===== src/rtl/gpio_irq_pkg.sv =====
package gpio_irq_pkg;
  localparam int PIN_CNT = 8;
  localparam int ADDR_W  = 5;

  localparam logic [ADDR_W-1:0] OFS_SENSE = 5'h00;
  localparam logic [ADDR_W-1:0] OFS_POL   = 5'h04;
  localparam logic [ADDR_W-1:0] OFS_ACK   = 5'h08;
  localparam logic [ADDR_W-1:0] OFS_EN    = 5'h0C;
  localparam logic [ADDR_W-1:0] OFS_RAW   = 5'h10;
  localparam logic [ADDR_W-1:0] OFS_STAT  = 5'h14;
  localparam logic [ADDR_W-1:0] OFS_FILT  = 5'h18;

  typedef struct packed {
    logic [PIN_CNT-1:0] edgeMode;
    logic [PIN_CNT-1:0] highActive;
    logic [PIN_CNT-1:0] enable;
    logic [PIN_CNT-1:0] filterEn;
    logic [PIN_CNT-1:0] ackHit;
  } pinCtl_t;
endpackage


===== src/rtl/gpio_irq_regs.sv =====
module gpio_irq_regs
  import gpio_irq_pkg::*;
(
  input  logic               clk,
  input  logic               rstN,
  input  logic               busSel,
  input  logic               busWrite,
  input  logic [ADDR_W-1:0]  busAddr,
  input  logic [PIN_CNT-1:0] busWdata,
  input  logic [PIN_CNT-1:0] rawPend,
  input  logic [PIN_CNT-1:0] statPend,
  output pinCtl_t            ctl,
  output logic [PIN_CNT-1:0] busRdata
);
  logic [PIN_CNT-1:0] senseQ, polQ, enQ, filtQ;
  logic wrEn;

  assign wrEn = busSel && busWrite;

  always_ff @(posedge clk) begin
    if (!rstN) begin
      senseQ <= '0;
      polQ   <= '0;
      enQ    <= '0;
      filtQ  <= '0;
    end else if (wrEn) begin
      case (busAddr)
        OFS_SENSE: senseQ <= busWdata;
        OFS_POL:   polQ   <= busWdata;
        OFS_EN:    enQ    <= busWdata;
        OFS_FILT:  filtQ  <= busWdata;
        default: ;
      endcase
    end
  end

  always_comb begin
    ctl.edgeMode   = senseQ;
    ctl.highActive = polQ;
    ctl.enable     = enQ;
    ctl.filterEn   = filtQ;
    ctl.ackHit     = (wrEn && busAddr == OFS_ACK) ? busWdata : '0;
  end

  always_comb begin
    case (busAddr)
      OFS_SENSE: busRdata = senseQ;
      OFS_POL:   busRdata = polQ;
      OFS_EN:    busRdata = enQ;
      OFS_FILT:  busRdata = filtQ;
      OFS_RAW:   busRdata = rawPend;
      OFS_STAT:  busRdata = statPend;
      default:   busRdata = '0;
    endcase
  end

  // an acknowledge write stores nothing in the configuration
  a_r2_ack_no_store: assert property (@(posedge clk) disable iff (!rstN)
    (wrEn && busAddr == OFS_ACK) |=> ($stable(senseQ) && $stable(polQ) && $stable(enQ) && $stable(filtQ)));

  // configuration is cleared by reset
  a_r1_reset_clear: assert property (@(posedge clk)
    !rstN |=> (senseQ == '0 && enQ == '0 && polQ == '0 && filtQ == '0));
endmodule


===== src/rtl/gpio_irq_detect.sv =====
module gpio_irq_detect
  import gpio_irq_pkg::*;
#(
  parameter int DEB_STROBES = 4
) (
  input  logic               clk,
  input  logic               rstN,
  input  logic [PIN_CNT-1:0] pinIn,
  input  logic               debStrobe,
  input  pinCtl_t            ctl,
  output logic [PIN_CNT-1:0] rawPend,
  output logic [PIN_CNT-1:0] statPend
);
  localparam int CNT_W = $clog2(DEB_STROBES + 1);

  for (genvar i = 0; i < PIN_CNT; i++) begin : g_pin
    logic syncA, syncB, stableQ, prevQ, latchQ, filt, edgeEv, lvlHit;
    logic [CNT_W-1:0] cntQ;

    always_ff @(posedge clk) begin
      if (!rstN) begin
        syncA <= 1'b0;
        syncB <= 1'b0;
      end else begin
        syncA <= pinIn[i];
        syncB <= syncA;
      end
    end

    always_ff @(posedge clk) begin
      if (!rstN) begin
        stableQ <= 1'b0;
        cntQ    <= '0;
      end else if (syncB == stableQ) begin
        cntQ <= '0;
      end else if (debStrobe) begin
        if (cntQ == CNT_W'(DEB_STROBES - 1)) begin
          stableQ <= syncB;
          cntQ    <= '0;
        end else begin
          cntQ <= cntQ + 1'b1;
        end
      end
    end

    assign filt   = ctl.filterEn[i] ? stableQ : syncB;
    assign lvlHit = ctl.highActive[i] ? filt : ~filt;
    assign edgeEv = ctl.highActive[i] ? (filt & ~prevQ) : (~filt & prevQ);

    always_ff @(posedge clk) begin
      if (!rstN) begin
        prevQ  <= 1'b0;
        latchQ <= 1'b0;
      end else begin
        prevQ <= filt;
        if (!ctl.edgeMode[i] || !ctl.enable[i])
          latchQ <= 1'b0;
        else
          latchQ <= (latchQ & ~ctl.ackHit[i]) | edgeEv;
      end
    end

    assign rawPend[i]  = ctl.edgeMode[i] ? latchQ : lvlHit;
    assign statPend[i] = rawPend[i] & ctl.enable[i];

    // a latched event holds without an acknowledge
    a_r5_hold: assert property (@(posedge clk) disable iff (!rstN)
      (latchQ && !ctl.ackHit[i] && ctl.enable[i] && ctl.edgeMode[i]) |=> latchQ);
    // disabled pins hold no event
    a_r7_drop: assert property (@(posedge clk) disable iff (!rstN)
      !ctl.enable[i] |=> !latchQ);
    // an edge wins over a same-cycle acknowledge
    a_r10_edge_wins: assert property (@(posedge clk) disable iff (!rstN)
      (edgeEv && ctl.enable[i] && ctl.edgeMode[i]) |=> latchQ);
    // the filtered value moves only on a strobe
    a_r9_strobe_only: assert property (@(posedge clk) disable iff (!rstN)
      !debStrobe |=> $stable(stableQ));
  end
endmodule


===== src/rtl/gpio_irq_ctrl.sv =====
module gpio_irq_ctrl
  import gpio_irq_pkg::*;
#(
  parameter int DEB_STROBES = 4
) (
  input  logic               clk,
  input  logic               rstN,
  input  logic [PIN_CNT-1:0] pinIn,
  input  logic               debStrobe,
  input  logic               busSel,
  input  logic               busWrite,
  input  logic [ADDR_W-1:0]  busAddr,
  input  logic [PIN_CNT-1:0] busWdata,
  output logic [PIN_CNT-1:0] busRdata,
  output logic               irqOut
);
  pinCtl_t ctl;
  logic [PIN_CNT-1:0] rawPend, statPend;

  gpio_irq_regs i_regs (
    .clk(clk), .rstN(rstN), .busSel(busSel), .busWrite(busWrite),
    .busAddr(busAddr), .busWdata(busWdata), .rawPend(rawPend),
    .statPend(statPend), .ctl(ctl), .busRdata(busRdata)
  );

  gpio_irq_detect #(.DEB_STROBES(DEB_STROBES)) i_detect (
    .clk(clk), .rstN(rstN), .pinIn(pinIn), .debStrobe(debStrobe),
    .ctl(ctl), .rawPend(rawPend), .statPend(statPend)
  );

  always_ff @(posedge clk) begin
    if (!rstN) irqOut <= 1'b0;
    else       irqOut <= |statPend;
  end

  // irqOut follows the masked status one clock later
  a_r8_irq_follow: assert property (@(posedge clk) disable iff (!rstN)
    1'b1 |=> (irqOut == $past(|statPend)));
endmodule


===== config.mk =====
export PLATFORM = sky130hd
export DESIGN_NAME = gpio_irq_ctrl
export DESIGN_NICKNAME = d
export VERILOG_FILES = /design/src/rtl/gpio_irq_pkg.sv /design/src/rtl/gpio_irq_regs.sv /design/src/rtl/gpio_irq_detect.sv /design/src/rtl/gpio_irq_ctrl.sv
export SDC_FILE = /design/constraint.sdc
export NUM_CORES = 1
export LEC_CHECK = 0
export ABC_AREA = 1
export CORE_MARGIN = 1.5
export CORE_UTILIZATION = 35
export DETAILED_ROUTE_END_ITERATION = 12
export SYNTH_ARGS = -nofsm -noshare
export SYNTH_HDL_FRONTEND = slang
export SYNTH_HIERARCHICAL = 1
export SYNTH_SLANG_ARGS = --single-unit

===== constraint.sdc =====
create_clock -name clk -period 2.15 [get_ports clk]
set_input_delay 0.645 -clock clk [delete_from_list [all_inputs] [get_ports clk]]
set_output_delay 0.645 -clock clk [all_outputs]
set_load 0.05 [all_outputs]

* After elaboration in Yosys (flattened, before gate mapping)
Cells that the tools add are included.
Widths: inputs -> output; s select.
** Storage, ports and cells
- Word-level logic and storage cells :: 254
- Register bits :: 97
- Output and inout port bits :: 9
- Bits of input ports :: 26
** Cells by class
- Bitwise operators :: 73
- $add $sub $neg :: 8
- Multiplexer cells :: 42
- Reduce and logical (&&, ||, !) cells :: 56
- Equal/unequal tests :: 22
** Operators by type and width (count)
- $pmux 8 s6 :: 1
- $not 1->1 :: 33
- $and 1x1->1 :: 32
- $mux 1 :: 32
- $reduce_or 2->1 :: 16
- $add 3x1->3 const B :: 8
- $eq 3x2->1 const B :: 8
- $mux 3 :: 8
- $reduce_and 3->1 :: 8
- $logic_not 1->1 :: 16
- $eq 5x5->1 const B :: 3
- $eq 5x4->1 const B :: 2
- $eq 1x1->1 :: 8
- $logic_or 1x1->1 :: 8
- $mux 8 :: 1
- $or 1x1->1 :: 8
- $reduce_and 2->1 :: 4
- $reduce_or 8->1 :: 1
- $eq 5x3->1 const B :: 1
- $logic_not 5->1 :: 1
- $logic_and 1x1->1 :: 2

* Longest topological paths before layout
- Word-level depth :: 6
- Gate-level depth with buffers :: 11
- Gate-level depth less buffers :: 11

* By module
The synthesis kept the hierarchy.
** By module, submodules not included
- gpio_irq_detect :: area an instance 3065.4 um2, sequential area each 1281.2 um2, instances 1, cells each 441
- gpio_irq_regs :: area an instance 1870.5 um2, sequential area each 640.6 um2, instances 1, cells each 306
- gpio_irq_ctrl :: area an instance 53.8 um2, sequential area each 20.0 um2, instances 1, cells each 10

* Least setup slack after synthesis
No wires, ideal clock.
- Path kind :: input to output
- From :: input port busAddr[1]
- To :: output port busRdata[0]
- Path slack :: -0.196 ns
- Required time :: 1.505 ns
- Arrival :: 1.701 ns
- Buffers on the path :: 0
- Cell stages on the path :: 7
- Cells stage by stage :: nor2_4 -> nand2_2 -> nor2_2 -> nand2_1 -> nand2_1 -> inv_1 -> nand2_1
** On the way
- Cells in the longest elaborated chain, start to end :: 2
- Elaborated cells between the ends (all ways) :: 7
- Classes of those cells :: 5 x eq/ne; 1 x mux; 1 x reduce/logical
** Ends and longest elaborated chain
- start, declared :: RTL line gpio_irq_ctrl.sv:12 : input logic [ADDR_W-1:0] busAddr,
- $eq 5x5->1, or another cell as far along :: RTL line gpio_irq_regs.sv:46 : case (busAddr)
- $pmux 8 s6 (*) :: RTL line gpio_irq_regs.sv:46
- end, declared :: RTL line gpio_irq_ctrl.sv:14 : output logic [PIN_CNT-1:0] busRdata,
Every way passes the cells marked *; elsewhere a longest branch is shown, timed or not.

* Final worst setup path
- From :: register i_regs.filtQ[4]
- To :: output port busRdata[4]
** On the way
- Cells in the longest elaborated chain, start to end :: 6
** Ends and longest elaborated chain
- start, declared :: RTL line gpio_irq_regs.sv:15 : logic [PIN_CNT-1:0] senseQ, polQ, enQ, filtQ;
- start signal, assigned :: RTL line gpio_irq_regs.sv:31 : OFS_FILT: filtQ <= busWdata;
- $mux 1 (*) :: RTL line gpio_irq_detect.sv:46 : assign filt = ctl.filterEn[i] ? stableQ : syncB;
- $not 1->1 :: RTL line gpio_irq_detect.sv:47 : assign lvlHit = ctl.highActive[i] ? filt : ~filt;
- $mux 1 (*) :: RTL line gpio_irq_detect.sv:47
- $mux 1 (*) :: RTL line gpio_irq_detect.sv:63 : assign rawPend[i] = ctl.edgeMode[i] ? latchQ : lvlHit;
- via rawPend[4] :: RTL line gpio_irq_ctrl.sv:18 : logic [PIN_CNT-1:0] rawPend, statPend;
- $and 1x1->1 :: RTL line gpio_irq_detect.sv:64 : assign statPend[i] = rawPend[i] & ctl.enable[i];
- $pmux 8 s6 (*) :: RTL line gpio_irq_regs.sv:46
The timed path passes the listed nets; every way through them passes the cells marked *.

==> out/results.ini <==
[run_status]
status = complete, but fails checks
violations = setup timing

[global_route]
antenna_found_initial = 0
grt_pass1_wl_um = 21670
grt_overflow = 0
grt_start_max_net_pins = 35
grt_pass1_vias = 4603
grtUsageTotal_pct = 18.53

[timing]
fin_tns_setup_ns = -0.9867
slew_headroom_pct = 63.30
worst_slack_ns = -0.1305
rsz0062_at_grt = true
clock_skew_ns = 0.005224
hold_viol_final = 0
min_period_over_period_pct = 106.1
final-max-slew-violation-count = 0
clock.fmax_mhz = 438.5
setup_viol = 8
worst_pin_slew_ns = 0.5498
fin_crit_ns = 2.281

[clock_tree]
clock-sinks = 97
clk_latency_ns = 0.35
clockBufferDepth = 2
cts_max_level = 3
numCtsBuffers = 9
clk_pin_slew_ns = 0.06
root_buffer = clkbuf_16
cts_tree = built

[floorplanning]
coreArea_mm2 = 0.01388
die_y_um = 122.4
die_w_um = 122.4
rows = 43
start_util_pct = 35.95
die_area_mm2 = 0.01498
top_level_ports = 35

[critical_path]
crit_fanout = 4
crit_type = register to output port
worstPathRequired_ns = 1.50
crit_path_start_kind = register
critPathArrivalTime_ns = 1.64
end_kind = output port

[yosys]
synth_seq_cells = 97
synth_nets = 791
postSynthCellCount = 757
synth_edf_count = 0
ys_types = 30
ys_warn_count = 6
synthFlopType = dfxtp_1
synth-seq-area-share_pct = 38.92
synth.avg_cell_area_um2 = 6.592
async_flop_share_pct = 0
netlist_area_mm2 = 0.004990

[layout]
fin_nets = 893
multi_input_area_mm2 = 0.002838
seq_area_mm2 = 0.001993
fin_util_pct = 50.03
num_antenna_cells = 0
instances_no_fill = 1043
drive_gt1_share_pct = 31.17
synthToLayoutAreaGrowth_pct = 39.17
nFillCells = 1385

[power_and_ir_drop]
p_per_area_mw_per_mm2 = 570.8
peakVddDrop_mv = 0.4802
power_w = 0.003964
p_leak_nw = 3.217

[routing]
routedWlPerCell_um = 12.63
first_iter_violations = 355
viasPerCell = 4.724
wirelength_um = 13170
drc = 0
num_vias = 4927
ant_nets = 0
first_pass_iters = 5

[placement]
dp_cells = 992
port_buffers = 34
place_congestion = 0.8619
hpwl_um = 8963
pre_cts_ws_ns = -0.6551

[min_path]
hold_path_class = register to register

[flow_run]
maxCapViolCount = 0

## logic make-up (layout without fill, tap and decap cells)
family | count (synthesis) | in the layout | synth area share [%]
AO/OA/AOI/OAI | 57 | 57 | 6.319
adder cells (fa/ha/maj) | 8 | 8 | 2.006
buffers and inverters | 150 | 256 | 12.39
flip-flops | 97 | 97 | 38.92
AND/OR/NAND/NOR | 445 | 445 | 40.37
## cell type report
type	instances	share of cell area [%]
Clock buffer	10	3.441
Clock inverter	5	1.135
Inverter	130	7.135
Multi-Input combinational cell	510	40.86
Sequential cell	97	28.70
Tap cell	180	3.243
Timing Repair Buffer	111	15.48
## through the flow
step,cell area (µm²),hold WS [ns]
6_report,6944,0.4072
3_3_place_gp,5916,0.3978
3_5_place_dp,5916,0.3965
2_1_floorplan,5049,0.3905
4_1_cts,6675,0.4087
5_1_grt,6944,0.4229
## state kept, by name, summed over array words and instances, names as in the netlist, 8 cells and up
signal	cells
i_detect/g_pin.latchQ	8
i_regs/filtQ	8
i_regs/enQ	8
i_regs/polQ	8
i_detect/g_pin.syncB	8
i_detect/g_pin.cntQ	24
i_regs/senseQ	8
i_detect/g_pin.stableQ	8
i_detect/g_pin.syncA	8
i_detect/g_pin.prevQ	8
## critical path, stage by stage, from the launching register on
cell and delay, ns:
dfxtp_4 0.36, nand2_2 0.13, nand2_4 0.07, nand2_2 0.05, nand3_2 0.06, nand2_2 0.10, inv_1 0.06, nand3_2 0.06
nand2_1 0.05, nor2_2 0.13, nand2_4 0.06, buf_12 0.14
## path summary, 6_finish.rpt
path / to / cells after the start / slack (ns) / start
worst max-delay path: busRdata[4] / 11 / -0.13 / i_regs/filtQ[4]
worst min-delay path: i_detect/g_pin[0].syncB / 2 / 0.41 / i_detect/g_pin[0].syncA
worst max register to register: i_detect/g_pin[0].latchQ / 18 / 0.08 / i_regs/filtQ[0]
worst min register to register: i_detect/g_pin[0].syncB / 2 / 0.41 / i_detect/g_pin[0].syncA
## placed cells by master, fill, tap and decap left out, types with 13 or more instances in the layout
master             n
buf_6             13
nor2_1            71
dfxtp_2           23
dfxtp_1           68
nand3_1           41
nand2_2           32
nor2_4            16
nand4_1           32
nand2_4           21
clkdlybuf4s50_1   20
nand2_1          147
nor3_1            38
nand3_2           19
inv_2             18
buf_4             63
a21oi_1           33
inv_1            107
## per-layer routing
layer | vias up | part of all wire (%) | track usage [%]
met5 | - | 0 | 0
li1 | 2588 | - | -
met2 | 90 | 49 | 31.88
met1 | 2235 | 44 | 22.96
met3 | 14 | 5.6 | 3.903
met4 | 0 | 1.4 | 6.250
## timing repair
action	4_1_cts	5_1_grt
endpoints found under the setup margin	8	10
gates resized for setup	118	70
pin swaps	45	52
hold buffers	0	0
setup buffers	32	11
## report_power, final
part	internal [W]	total (W)	leakage (nW)	switching, W
registers	0.00182	0.00184	0.802	0.0000203
logic	0.000175	0.000399	2.26	0.000224
clock network	0.00104	0.00173	0.159	0.000684
## cells in the mapped netlist (3+ instances only)
library cell,instances,share of area (%)
nand3b_1,7,1.1
or2_2,8,1.0
buf_2,3,0.30
ha_1,8,2.0
nand4_1,32,4.0
nor2_4,7,1.6
a21oi_1,33,3.3
inv_2,5,0.38
inv_1,122,9.2
nand2_2,3,0.38
o21ai_1,10,1.0
nand3_1,59,5.9
nand2_1,197,15
a21o_1,6,0.90
nor3_1,38,3.8
dfxtp_1,97,39
o21ai_0,4,0.40
clkbuf_1,7,0.53
nor2_1,88,6.6
buf_4,3,0.45
buf_6,5,1.1
Power figures use the tool's default switching activity.
